$ cat src/rtl/cpu_port_shim.sv
module cpu_port_shim #(
  parameter int ADDR_W = 16,
  parameter int PORT_W = 8,
  parameter logic [ADDR_W-1:0] DIR_ADDR = '0,
  parameter logic [ADDR_W-1:0] DAT_ADDR = 1
) (
  input  logic              clk,
  input  logic              rst_n,
  input  logic              phi0,
  input  logic              phi2,
  input  logic [ADDR_W-1:0] addr,
  input  logic              rw,
  input  logic [PORT_W-1:0] data_in,
  output logic [PORT_W-1:0] data_out,
  output logic              data_oe,
  input  logic [PORT_W-1:0] pin_i,
  output logic [PORT_W-1:0] pin_o,
  output logic [PORT_W-1:0] pin_oe
);
  logic [2:0] p0_sr, p2_sr;
  logic win;
  logic [PORT_W-1:0] dir_q, dat_q;

  wire p0_fall = p0_sr[2] & ~p0_sr[1];
  wire p0_rise = ~p0_sr[2] & p0_sr[1];
  wire p2_fall = p2_sr[2] & ~p2_sr[1];
  wire wr_stb  = p2_fall & win;
  wire sel_dir = (addr == DIR_ADDR);
  wire sel_dat = (addr == DAT_ADDR);

  always_ff @(posedge clk or negedge rst_n) begin
    if (!rst_n) begin
      p0_sr <= '0;
      p2_sr <= '0;
      win   <= 1'b0;
    end else begin
      p0_sr <= {p0_sr[1:0], phi0};
      p2_sr <= {p2_sr[1:0], phi2};
      if (p0_rise || p2_fall) win <= 1'b0;
      else if (p0_fall)       win <= 1'b1;
    end
  end

  always_ff @(posedge clk or negedge rst_n) begin
    if (!rst_n) begin
      dir_q <= '0;
      dat_q <= '0;
    end else if (wr_stb && !rw) begin
      if (sel_dir) dir_q <= data_in;
      if (sel_dat) dat_q <= data_in;
    end
  end

  assign pin_oe   = dir_q;
  assign pin_o    = dat_q;
  assign data_oe  = rw & (sel_dir | sel_dat);
  assign data_out = !data_oe ? '0 :
                    sel_dir  ? dir_q : ((dat_q & dir_q) | (pin_i & ~dir_q));
endmodule


$ cat config.mk
export PLATFORM = sky130hd
export DESIGN_NAME = cpu_port_shim
export DESIGN_NICKNAME = d
export VERILOG_FILES = /design/src/rtl/cpu_port_shim.sv
export SDC_FILE = /design/constraint.sdc
export NUM_CORES = 1
export LEC_CHECK = 0
export BUFFER_PORTS_ARGS = -buffer_cell sky130_fd_sc_hd__buf_2
export CORE_MARGIN = 2
export CORE_UTILIZATION = 37
export CTS_BUF_LIST = sky130_fd_sc_hd__clkbuf_2 sky130_fd_sc_hd__clkbuf_4 sky130_fd_sc_hd__clkbuf_8
export DETAILED_ROUTE_END_ITERATION = 12
export GPL_TIMING_DRIVEN = 1
export PLACE_DENSITY = 0.7
export SKIP_LAST_GASP = 1
export SYNTH_ARGS = -nofsm -noshare
export SYNTH_HDL_FRONTEND = slang
export SYNTH_SLANG_ARGS = --single-unit
$ cat constraint.sdc
create_clock -name clk -period 3.74 [get_ports clk]
set_clock_uncertainty 0.05 [all_clocks]
set_input_delay 0 -clock clk [delete_from_list [all_inputs] [get_ports clk]]
set_output_delay 0 -clock clk [all_outputs]
set_load 0.005 [all_outputs]
### Yosys cells after proc, flatten, opt, wreduce, memory -nomap -nowiden

Index checks and enable logic that the tools add are counted.

* bitwise logic cells: 13
* equal/unequal tests: 1
* muxes and demuxes: 4
* reductions and logical operators: 7

Operators with widths (number)
* 8-bit bitwise AND: 2
* 16-bit by 1-bit equality test with 1-bit output, second input constant: 1
* 16-bit zero test: 1
* 8-bit two-way mux: 2
* 8-bit NOT: 1
* 8-bit bitwise OR: 1
* 1-bit bitwise AND: 5
* 2-bit AND reduction: 2
* 1-bit NOT: 3
* 1-bit two-way mux: 2
* 2-bit nonzero test: 1
* 1-bit logical AND: 1
* 1-bit zero test: 1
* 1-bit logical OR: 1
* 1-bit bitwise OR: 1

* output and inout port bits: 25
* flip-flop bits (word level): 23

### Longest topological paths before layout

* word-level depth: 5
* gate-level depth with buffers: 5

### Worst setup path after synthesis

No wires, ideal clock.

* path type: register to register
* start: register p2_sr[1]
* end: register dir_q[0] (netlist: pin_oe[0])
* setup slack: 2.237 ns
* setup time: 0.127 ns
* buffers on the path: 1
* required time: 3.563 ns
* cell stages (with the launch flop): 5
* clock period less this slack: 1.503 ns
* arrival time: 1.326 ns
* cell sequence: dfrtp_1 -> and4bb_2 -> and4_1 -> buf_4 -> mux2_1

* longest elaborated chain between the ends: 5

RTL lines
* start: declaration: RTL line 20 `logic [2:0] p0_sr, p2_sr;`
* start signal: assignment: RTL line 38 `p2_sr <= {p2_sr[1:0], phi2};`
* 1-bit NOT: RTL line 26 `wire p2_fall = p2_sr[2] & ~p2_sr[1];`
* 1-bit bitwise AND: RTL line 26
* 1-bit bitwise AND: RTL line 27 `wire wr_stb = p2_fall & win;`
* 1-bit logical AND: RTL line 48 `end else if (wr_stb && !rw) begin`
* 2-bit AND reduction (no line)
* end signal: assignment: RTL line 49 `if (sel_dir) dir_q <= data_in;`
* end: declaration: RTL line 22 `logic [PORT_W-1:0] dir_q, dat_q;`

No other way between the ends.
A chain may end at the register's enable or synchronous reset.

### Final worst setup path

* start: register p2_sr[1]
* end: register dir_q[2] (netlist: pin_oe[2])

The elaborated chain is that of the path after synthesis.

==> results.sh <==
export IMPL_cts_buffer_depth=2
export IMPL_synth_top_area_share_pct=55.0
export IMPL_wl_um=2560
export IMPL_layout_min_cycle_time_ns=1.71
export IMPL_synth_area_leaders="dfrtp_1, mux2_1, nand3b_1"
export IMPL_gp_congestion=0.746
export IMPL_clk_insertion_delay_late_ns=0.30
export IMPL_fin_tns_setup_ns=0
export IMPL_cts_setup_buffers=0
export IMPL_critPathMaxFanout=8
export IMPL_drc_errors=0
export IMPL_finalHoldViolCount=0
export IMPL_regArea_um2=576
export IMPL_die_area_mm2=0.00327
export IMPL_syn_area_per_cell_um2=12.9
export IMPL_synth_cells=81
export IMPL_cp_slowest_cell="and4_1"
export IMPL_design_area_mm2=0.00152
export IMPL_setup_violations=0
export IMPL_h_tree_depth=1
export IMPL_max_slew_worst_pin_slew_ns=0.534
export IMPL_slew_headroom_pct=64.3
export IMPL_grtUsageTotal_pct=16.3
export IMPL_die_h_um=57.2
export IMPL_crit_path_end_kind="flop"
export IMPL_ys_warn_count=0
export IMPL_max_freq_mhz=585
export IMPL_power_density_mw_per_mm2=270
export IMPL_multiInputGateArea_um2=444
export IMPL_cts_sinks=23
export IMPL_maxCapViolCount=0
export IMPL_num_rows=19
export IMPL_ys_ff_latch=23
export IMPL_grt_overflow=0
export IMPL_root_buffer="clkbuf_4"
export IMPL_antenna_found_initial=0
export IMPL_cp_depth=3
export IMPL_peakVddDrop_uv=220
export IMPL_die_w_um=57.2
export IMPL_grt_pass1_vias=971
export IMPL_grt_first_pass_wirelength_um=4150
export IMPL_antenna_left=0
export IMPL_path_class="reg -> reg"
export IMPL_vias=933
export IMPL_place_area_mm2=0.00138
export IMPL_port_buffers=61
export IMPL_cts_inserted_buffers=3
export IMPL_drt_iter0_markers=53
export IMPL_worst_path_buf_inv=0
export IMPL_startpoint_type="flop"
export IMPL_r2r_cells=3
export IMPL_cts_tree="done"
export IMPL_antenna_cells=0
export IMPL_n_fill_cell=238
export IMPL_p_leak_nw=0.839
export IMPL_netlist_area_mm2=0.00105
export IMPL_wire_per_inst_um=13.7
export IMPL_ios=62
export IMPL_syn_num_nets=118
export IMPL_yosys_area_top_type="dfrtp_1"
export IMPL_required_ns=3.89
export IMPL_crit_family="simple AND/OR/NAND/NOR gates"
export IMPL_area_growth_pct=44.8
export IMPL_synthDistinctLibCells=19
export IMPL_via_per_inst=5.02
export IMPL_grt_max_degree=24
export IMPL_clk_pin_slew_ns=0.12
export IMPL_drt_first_pass_iters=4
export IMPL_initial_core_util_pct=38.3
export IMPL_final_max_slew_viol_count=0
export IMPL_core_mm2=0.00273
export IMPL_rsz0062_at_grt="no"
export IMPL_status="complete, no violations"
export IMPL_synth_seq_area_share_pct=55.0
export IMPL_cts_resized=0
export IMPL_drive_above_1_share_pct=47.7
export IMPL_hpwl_um=1970
export IMPL_min_path_cells=4
export IMPL_period_share_pct=45.7
export IMPL_cp_slowest_stage_delay_ns=0.44
export IMPL_nets=193
export IMPL_hold_class="in -> reg"
export IMPL_path_cells="and4bb_2, and4_1, mux2_1"
export IMPL_critPathArrivalTime_ns=1.86
worst paths after layout:
check	from	to	slack, ns
min in group asynchronous	rst_n	pin_oe[2]	0.14
worst min-delay path	addr[12]	pin_o[7]	0.12
max in group asynchronous	rst_n	win	3.15
worst max register to register	p2_sr[1]	pin_oe[2]	2.03
worst min register to register	p0_sr[0]	p0_sr[1]	0.31
worst max-delay path	p2_sr[1]	pin_oe[2]	2.03
cell families (layout without fill, tap and decap cells):
| group | Yosys count | after routing | share of synthesized area, % |
|---|---|---|---|
| flops | 23 | 23 | 55.0 |
| simple gates | 18 | 18 | 15.9 |
| compound gates | 17 | 17 | 8.36 |
| mux | 16 | 16 | 17.2 |
| buf+inv | 6 | 80 | 2.63 |
| fa+ha+maj | 1 | 1 | 0.956 |
report_power, final:
| part | internal [mW] | switching [mW] | total (mW) | leakage (nW) |
|---|---|---|---|---|
| clock | 0.0399 | 0.0693 | 0.109 | 0.0177 |
| combinational | 0.0253 | 0.0200 | 0.0453 | 0.515 |
| sequential | 0.253 | 0.00195 | 0.255 | 0.306 |
| total | 0.318 | 0.0913 | 0.409 | 0.839 |
what timing repair did:
action / 4_1_cts / 5_1_grt
hold buffers: 11 / 0
hold endpoints to repair: 41 / 0
endpoints found under the setup margin: 0 / 0
cells in the mapped netlist, drive strengths merged:
master / number
buf: 2
nor4b: 1
and4: 1
o21ai: 8
inv: 4
mux2: 16
and4bb: 1
a21boi: 1
nand4: 2
nor3: 1
nor4: 3
dfrtp: 23
and3: 1
a21oi: 8
maj3: 1
nand3b: 8
final cells by class:
type                       count  share of cell area [%]
multi-input combinational     52                    29.3
tap                           31                    2.56
sequential                    23                    38.0
clock inverter                 1                   0.330
clock buffer                   3                    1.49
inverter                       4                   0.990
timing repair buffer          72                    27.4
registers in the layout, summed over array words and instances (netlist names):
name and count:
pin_o 8, p0_sr 3, pin_oe 8, win 1
p2_sr 3
routing by layer:
metal | wire (um) | track usage [%]
met2 | 1370 | 30.0
met4 | 33 | 4.65
met3 | 133 | 5.22
met1 | 1020 | 18.0
met5 | 0 | 0
tightest hold or removal path, stage by stage:
cell,delay [ns]
buf_2,0.08
nor4_2,0.05
nand4_4,0.16
mux2_1,0.15
through the flow:
step | total power [mW] | hold WS [ns] | util, % | std cells | worst slack, ns
floorplan | 0.268 | -0.346 | - | 81 | 2.24
global placement | 0.295 | -0.0631 | 50.4 | 171 | 2.10
detailed placement | 0.297 | -0.0535 | 50.4 | 171 | 2.02
CTS | 0.415 | 0.128 | 55.5 | 186 | 2.01
global route | 0.430 | 0.129 | 55.5 | 186 | 1.94
finish | 0.409 | 0.122 | 55.5 | 186 | 2.03
cells in the final DEF, fill, tap and decap left out:
| cell | instances |
|---|---|
| and4bb_2 | 1 |
| a21oi_1 | 8 |
| dfrtp_1 | 23 |
| nor4b_1 | 1 |
| nor4_2 | 3 |
| maj3_1 | 1 |
| nand4_4 | 1 |
| and3_1 | 1 |
| nand3b_1 | 8 |
| dlygate4sd3_1 | 11 |
| a21boi_0 | 1 |
| buf_2 | 61 |
| nand4_1 | 1 |
| o21ai_0 | 8 |
| mux2_1 | 12 |
| clkinv_2 | 1 |
| clkbuf_4 | 3 |
| nor3_1 | 1 |
| mux2_2 | 4 |
| and4_1 | 1 |
| inv_1 | 4 |
(Power assumes the default switching activity.)
